### config.mk
export PLATFORM = sky130hd
export DESIGN_NAME = port_pin_cfg
export DESIGN_NICKNAME = d
export VERILOG_FILES = /design/src/rtl/port_pin_cfg.sv
export SDC_FILE = /design/constraint.sdc
export NUM_CORES = 1
export LEC_CHECK = 0
export BUFFER_PORTS_ARGS = -buffer_cell sky130_fd_sc_hd__buf_2
export CORE_MARGIN = 4
export CORE_UTILIZATION = 35
export CTS_CLUSTER_DIAMETER = 150
export DETAILED_ROUTE_END_ITERATION = 10
export MAX_ROUTING_LAYER = met4
export PLACE_DENSITY = 0.8
export SLEW_MARGIN = 25
export SYNTH_ARGS = -nofsm -noshare
export SYNTH_HDL_FRONTEND = slang
export SYNTH_SLANG_ARGS = --single-unit
### constraint.sdc
create_clock -name clk -period 1.16 [get_ports clk]
set_input_delay 0.058 -clock clk [delete_from_list [all_inputs] [get_ports clk]]
set_output_delay 0.058 -clock clk [all_outputs]
set_load 0.02 [all_outputs]
### src/rtl/port_pin_cfg.sv
module port_pin_cfg #(
  parameter int WAIT_W = 3
) (
  input  logic              clk,
  input  logic              rst_n,
  input  logic              strap_ext,
  input  logic              cfg_done,
  input  logic              cfg_alsel,
  input  logic              cfg_wide,
  input  logic [WAIT_W-1:0] cfg_wait,
  input  logic              mode_we,
  input  logic [7:0]        mode_wdata,
  input  logic [7:0]        port_dout,
  input  logic [7:0]        port_oe,
  input  logic              bus_ale,
  input  logic              bus_adv,
  input  logic              bus_inst,
  input  logic              bus_wr,
  input  logic              bus_rd,
  input  logic              bus_bhe,
  input  logic [7:0]        pin_in,
  output logic [7:0]        pull_en,
  output logic [7:0]        drv_en,
  output logic [7:0]        pin_out,
  output logic [7:0]        port_din,
  output logic              ready_in,
  output logic              width_in,
  output logic              test_req,
  output logic              cfg_conflict
);
  localparam logic [7:0] OUT_FN  = 8'b0010_1111;
  localparam logic [7:0] NO_FN   = 8'b0001_0000;

  logic       strap_q, tst_q, fetched, sw_rel, wide_q, rdy_q;
  logic [7:0] mode_q, hw_sys, hw_io, rel, sys, fn, sys_out;

  always_ff @(posedge clk) begin
    if (!rst_n) begin
      strap_q <= strap_ext;
      tst_q   <= ~pin_in[4];
      fetched <= 1'b0;
      sw_rel  <= 1'b0;
      wide_q  <= 1'b0;
      rdy_q   <= 1'b0;
      mode_q  <= '0;
    end else begin
      if (cfg_done && !fetched) begin
        fetched <= 1'b1;
        wide_q  <= cfg_wide;
        rdy_q   <= &cfg_wait;
      end
      if (mode_we) begin
        sw_rel <= 1'b1;
        mode_q <= mode_wdata;
      end
    end
  end

  assign hw_sys  = {1'b0, fetched & rdy_q, fetched & wide_q, 1'b0, strap_q, 2'b00, strap_q};
  assign hw_io   = {1'b0, fetched & ~rdy_q, 6'b0};
  assign rel     = !rst_n ? 8'h00 : (sw_rel ? 8'hFF : (hw_sys | hw_io));
  assign sys     = !rst_n ? 8'h00 : (sw_rel ? (mode_q & ~NO_FN) : hw_sys);
  assign fn      = {2'b00, bus_bhe, 1'b0, bus_rd, bus_wr, bus_inst,
                    cfg_alsel ? bus_adv : bus_ale};
  assign sys_out = sys & OUT_FN;

  assign pull_en      = ~rel;
  assign drv_en       = rel & (sys_out | (~sys & port_oe));
  assign pin_out      = ~rel | (sys_out & fn) | (~sys_out & port_dout);
  assign port_din     = pin_in;
  assign ready_in     = sys[6] ? pin_in[6] : 1'b1;
  assign width_in     = sys[7] ? pin_in[7] : 1'b0;
  assign test_req     = tst_q;
  assign cfg_conflict = rdy_q & sw_rel & ~mode_q[6];

  a_r1_weak_hold: assert property (@(posedge clk) disable iff (!rst_n)
    (!sw_rel && !fetched && !strap_q) |-> (pull_en == 8'hFF && drv_en == 8'h00));
  a_r4_strap_frozen: assert property (@(posedge clk) disable iff (!rst_n)
    rst_n |=> ($stable(strap_q) && $stable(test_req)));
  a_r5_bhe_drive: assert property (@(posedge clk) disable iff (!rst_n)
    (fetched && wide_q && !sw_rel) |-> (drv_en[5] && pin_out[5] == bus_bhe));
  a_r7_late_pins: assert property (@(posedge clk) disable iff (!rst_n)
    !sw_rel |-> (pull_en[1] && pull_en[2] && pull_en[4] && pull_en[7]));
  a_r9_all_released: assert property (@(posedge clk) disable iff (!rst_n)
    sw_rel |-> (pull_en == 8'h00));
  a_r10_conflict_io: assert property (@(posedge clk) disable iff (!rst_n)
    cfg_conflict |-> (ready_in && !pull_en[6]));
  a_r11_sticky: assert property (@(posedge clk) disable iff (!rst_n)
    fetched |=> (fetched && $stable(wide_q) && $stable(rdy_q)));
endmodule

==> summary.txt, run 1 <==
Outcome -> finished with violations
Failing checks -> negative setup slack
Starting Density -> 36.8%
Max cap viols -> 0
Cells after Synth -> 102
Final min period -> 1.36 ns
Distinct cell type count after synthesis -> 25
Post-synthesis mux area share -> 14.6%
Worst-path fanout max -> 8
Post-Synth Simple-Gate Area -> 26.0%
PD cells -> 843 nW/um^2
CP Class -> flop to output pin
All-Layer GR Usage -> 17.9%
XOR/XNOR Fraction of Synth Area -> 0%
Rows -> 17
CTS tree -> yes
Vias/cell -> 4.72
Worst setup margin -> -0.199 ns
Cell at the slowest stage of the critical path -> dfxtp_4
FF+latch area -> 292 um^2
Number of antenna violations at the first check in global routing -> 0
Crit path buf inv count -> 2
Final hold violation count -> 0
Maximum VDD drop -> 0.655 mV
Worst slew pin tran -> 0.299 ns
Vias in the first global route -> 1004
CP startpoint kind -> flop
ANT cells -> 0
Average size of a mapped cell -> 8.06 um^2
Clock share of power -> 21.7%
Die Area -> 3190 um^2
YS warnings -> 0
Post-place setup slack -> 0.0157 ns
# fillers -> 171
RSZ-0062 raised after global routing -> yes
Synth Area in Compound Gates -> 8.07%
Crit-path max cell delay -> 0.38 ns
Initial DRC count -> 21
Gpl congestion -> 0.801
Overflow after GRT -> 0
Seq pwr share -> 40.8%
Commonest non-fill, non-tap cell in the layout -> buf_2
Die X -> 56.5 um
P_int -> 0.855 mW
Area of the multi-input gates -> 519 um^2
Most frequent cells in the layout -> buf_2, buf_6, nor2_1
CP Cell Sequence -> buf_4 > o21ai_4 > a21oi_2 > o21ai_1 > buf_4
Placed cell areas -> 1140 um^2
Die Height -> 56.5 um
Cell Area, Synth -> 822 um^2
Design Area, Final -> 1500 um^2
Input/output buffers -> 72
Layout overhead on the synthesized area -> 82.3%
CP most frequent cell -> buf_4
Number of buffers created by CTS -> 3
DR vias -> 949
Adder-Cell Fraction of Synth Area -> 0%
H-Tree Depth -> 1
Leakage -> 0.728 nW
Maximum clock insertion buffer count -> 2
Critical path required time -> 1.10 ns
Post-Route WL -> 2960 um
DP HPWL -> 1920 um
Nets -> 222
Largest net degree at the start of global routing -> 9
Clk_lat worst skew -> 0.26 ns
Detail Route Antenna Nets -> 0
Post-Syn Nets -> 150
Clock skew -> 0.000121 ns
Final setup vio count -> 25
FMAX -> 0.736 GHz
Share of layout cells above drive strength 1 -> 64.7%
WP data arrival -> 1.30 ns
Clock sink count -> 13
Worst hold path type -> input pin to flop
Worst-path clk slew -> 0.08 ns
Inst Count DP -> 190
FF+latch count, synth -> 13
First-pass GRT wire length -> 4410 um
Combinational Power Share -> 37.5%
DR WL/cell -> 14.7 um
Sw Ratio -> 32.3%
Boundary Pins -> 84
DRC -> 0
Clock root buffer -> clkbuf_4
Net Sw Power -> 0.408 mW
CP endpoint kind -> output pin
Sequential element share of the synthesized area -> 34.1%
Final Non-Filler Cells -> 201
Max_slew headroom -> 80.1%
Core Box Area -> 2230 um^2
Final Max Slew Viols -> 0
Tcrit/Tclk final -> 117%
CP delay by family, top -> flip-flops
DR pass1 iterations -> 4
Largest family of logic cells by synthesized area -> simple AND/OR/NAND/NOR gates
layer usage:
| metal | vias to the layer above | global-route usage, % | share of wire, % |
|---|---|---|---|
| li1 | 468 | - | - |
| met1 | 430 | 18.4 | 33 |
| met2 | 41 | 31.5 | 55 |
| met3 | 10 | 4.14 | 8.1 |
| met4 | 0 | 8.81 | 3.5 |
| met5 | - | - | 0 |
stage by stage:
stage	power (mW)	util [%]	TNS, ns	hold slack, ns
global placement	0.850	51.0	0	0.116
floorplan	0.757	-	-0.120	0.157
finish	1.26	67.1	-2.69	0.0272
detailed placement	0.859	51.0	0	0.116
global route	1.34	67.1	-4.63	0.0171
CTS	1.21	61.6	-2.15	0.0104
cells in the mapped netlist:
cell type | count | area share (%)
a211o_1 | 1 | 1.1
a211oi_1 | 1 | 0.91
a21oi_1 | 5 | 3.0
and2_1 | 1 | 0.76
and2b_1 | 3 | 2.7
and3_1 | 1 | 0.76
buf_2 | 2 | 1.2
buf_4 | 13 | 12
buf_6 | 1 | 1.4
dfxtp_1 | 11 | 27
edfxtp_1 | 2 | 7.3
inv_1 | 6 | 2.7
mux2i_1 | 12 | 15
nand2_1 | 5 | 2.3
nand2_4 | 1 | 1.4
nand2b_1 | 1 | 0.76
nand3_1 | 3 | 1.8
nand3b_1 | 1 | 0.91
nand4_1 | 1 | 0.76
nor2_1 | 20 | 9.1
nor2b_1 | 2 | 1.5
nor3b_1 | 1 | 0.91
o21ai_0 | 4 | 2.4
o21ai_1 | 1 | 0.61
or2_1 | 3 | 2.3
power groups by stage:
stage | Combinational, mW | Sequential, mW | Clock (mW)
after floorplan | 0.242 | 0.515 | 0
after global placement | 0.334 | 0.516 | 0
after detailed placement | 0.342 | 0.517 | 0
after CTS | 0.414 | 0.510 | 0.286
after global routing | 0.510 | 0.521 | 0.304
final | 0.474 | 0.515 | 0.274
state kept, by name (all words and copies together) (netlist names):
| name | cells |
|---|---|
| mode_q | 7 |
| wide_q | 1 |
| fetched | 1 |
| rdy_q | 1 |
| test_req | 1 |
| sw_rel | 1 |
| strap_q | 1 |
worst paths after layout:
| check | start | end | slack, ns | cells after the start |
|---|---|---|---|---|
| setup / recovery | sw_rel | pin_out[0] | -0.20 | 5 |
| hold / removal | cfg_done | fetched | 0.03 | 3 |
| setup reg to reg | fetched | wide_q | 0.20 | 3 |
| hold reg to reg | mode_q[3] | mode_q[3] | 0.50 | 2 |
cell families (layout without fill, tap and decap cells):
| kind of cell | Yosys count | after routing |
|---|---|---|
| buf+inv | 22 | 93 |
| flops | 13 | 13 |
| mux | 12 | 12 |
| compound gates | 12 | 12 |
| simple gates | 43 | 43 |
cell type report:
cell class	count	share of cell area, %
flip-flops and latches	13	19.4
inverters	6	1.50
multi-input cells	67	34.6
well taps	28	2.34
clock buffers	4	1.75
repair buffers	83	40.3
worst register-to-register path, cell delays in order (launching register included):
cell and delay [ns]:
dfxtp_4 0.40, nand2b_1 0.19, mux2i_1 0.22, nor2_1 0.05
timing repair:
action,in CTS,in global routing
buffers inserted,4,3
resized for setup,52,30
endpoints found under the setup margin,26,27
hold buffers,1,0
hold endpoints to repair,1,0
pin swaps,5,4
No activity file was read; power rests on OpenSTA's default activity.
==> run 2: changes to the inputs <==
--- a/config.mk
+++ b/config.mk
@@ -12,6 +12,7 @@
 export DETAILED_ROUTE_END_ITERATION = 10
 export MAX_ROUTING_LAYER = met4
 export PLACE_DENSITY = 0.8
+export RECOVER_POWER = 50
 export SLEW_MARGIN = 25
 export SYNTH_ARGS = -nofsm -noshare
 export SYNTH_HDL_FRONTEND = slang
==> summary.txt, run 2 (synthesis gave the netlist of run 1 again) <==
Total power -> 1.26 mW
PD cells -> 844 nW/um^2
FMAX -> 0.733 GHz
CP Cell Sequence -> buf_4 > o21ai_4 > a211o_1 > buf_6
Cell at the slowest stage of the critical path -> dfxtp_4
Die X -> 56.5 um
Worst Reg-to-Reg Cells -> 3
H-Tree Depth -> 1
Core Box Area -> 2230 um^2
Rows -> 17
Initial DRC count -> 21
ANT cells -> 0
CP endpoint -> pin_out[3]
Worst slew pin tran -> 0.299 ns
Final Util -> 66.9%
End of the worst register-to-register path -> wide_q
CP Class -> flop to output pin
Final setup vio count -> 25
CP endpoint kind -> output pin
Final min period -> 1.36 ns
Gpl congestion -> 0.801
Final Max Slew Viols -> 0
Leakage -> 0.717 nW
Busiest grt layer -> met2
Failing checks -> negative setup slack
Die Height -> 56.5 um
Design Area, Final -> 1490 um^2
Reg2Reg Setup Slack -> 0.20 ns
Post-place setup slack -> 0.0157 ns
Overflow after GRT -> 0
DRC -> 0
Most frequent cells in the layout -> buf_2, buf_6, nor2_1
Max_slew headroom -> 80.0%
DR pass1 iterations -> 4
Vias/cell -> 4.71
Starting Density -> 36.8%
DR vias -> 947
Top reg by flops -> mode_q
Clock sink count -> 13
Final hold violation count -> 0
Detail Route Antenna Nets -> 0
Worst-path clk slew -> 0.08 ns
Critical path required time -> 1.10 ns
Outcome -> finished with violations
WHS Path Cells -> 3
Tcrit/Tclk final -> 118%
Met2 usage in global routing -> 31.5%
CP Launch Point -> sw_rel
GR Util met3 -> 4.14%
Max reg flops -> 7
All-Layer GR Usage -> 17.9%
Die Area -> 3190 um^2
Input/output buffers -> 72
Worst hold path type -> input pin to flop
Crit-path max cell delay -> 0.39 ns
Layout overhead on the synthesized area -> 81.7%
Worst setup margin -> -0.203 ns
First-pass GRT wire length -> 4410 um
Nets -> 222
Met1 Use GR -> 18.4%
WP data arrival -> 1.31 ns
Clock root buffer -> clkbuf_4
Clock skew -> 0.000121 ns
Vias in the first global route -> 1004
CTS tree -> yes
Worst-path fanout max -> 8
Reg2reg start -> fetched
Maximum clock insertion buffer count -> 2
RSZ-0062 raised after global routing -> yes
Share of layout cells above drive strength 1 -> 62.4%
Post-Route WL -> 2970 um
DR WL/cell -> 14.8 um
DP HPWL -> 1920 um
Boundary Pins -> 84
Clk_lat worst skew -> 0.26 ns
Number of antenna violations at the first check in global routing -> 0
Maximum VDD drop -> 0.655 mV
CP startpoint kind -> flop
Placed cell areas -> 1140 um^2
Max cap viols -> 0
Commonest non-fill, non-tap cell in the layout -> buf_2
Number of buffers created by CTS -> 3
Largest net degree at the start of global routing -> 9
## run 2: how the worst min path moves through the flow
stage              start     endpoint  slack, ns
6_report        cfg_done      fetched       0.03
4_1_cts         cfg_done      fetched       0.01
3_3_place_gp   pin_in[0]  port_din[0]       0.12
5_1_grt        pin_in[4]     test_req       0.02
2_1_floorplan  strap_ext      strap_q       0.16
3_5_place_dp   pin_in[0]  port_din[0]       0.12
## run 2: through the flow
step	cells	hold slack [ns]	setup TNS, ns
6_report	201	0.0272	-2.70
5_1_grt	201	0.0178	-4.64
4_1_cts	198	0.0104	-2.15
3_5_place_dp	190	0.116	0
3_3_place_gp	190	0.116	0
2_1_floorplan	102	0.157	-0.120
## run 2: power by group
| group | total [mW] | internal, mW | switching [mW] |
|---|---|---|---|
| registers | 0.515 | 0.486 | 0.0293 |
| clock network | 0.274 | 0.133 | 0.141 |
| logic | 0.472 | 0.234 | 0.238 |
## run 2: critical path, delay by kind of cell, from the launching register on
family	cells	cell delay (ns)
flops	1	0.39
compound gates	2	0.38
buf+inv	2	0.26
## run 2: final cells by class
type | count | area (um^2)
Clock buffer | 4 | 26.3
Fill cell | 175 | 739
Inverter | 6 | 22.5
Multi-Input combinational cell | 67 | 519
Sequential cell | 13 | 292
Tap cell | 28 | 35.0
Timing Repair Buffer | 83 | 599
## run 2: timing repair
item                                    4_1_cts  5_1_grt
pin swaps                                     5        4
resized for setup                            52       30
hold endpoints to repair                      1        0
hold buffers                                  1        0
endpoints found under the setup margin       26       27
buffers inserted                              4        3
## run 2: routing by layer
layer	wire length, um	up-vias
li1	-	468
met1	984	428
met2	1640	41
met3	238	10
met4	105	0
met5	0	-
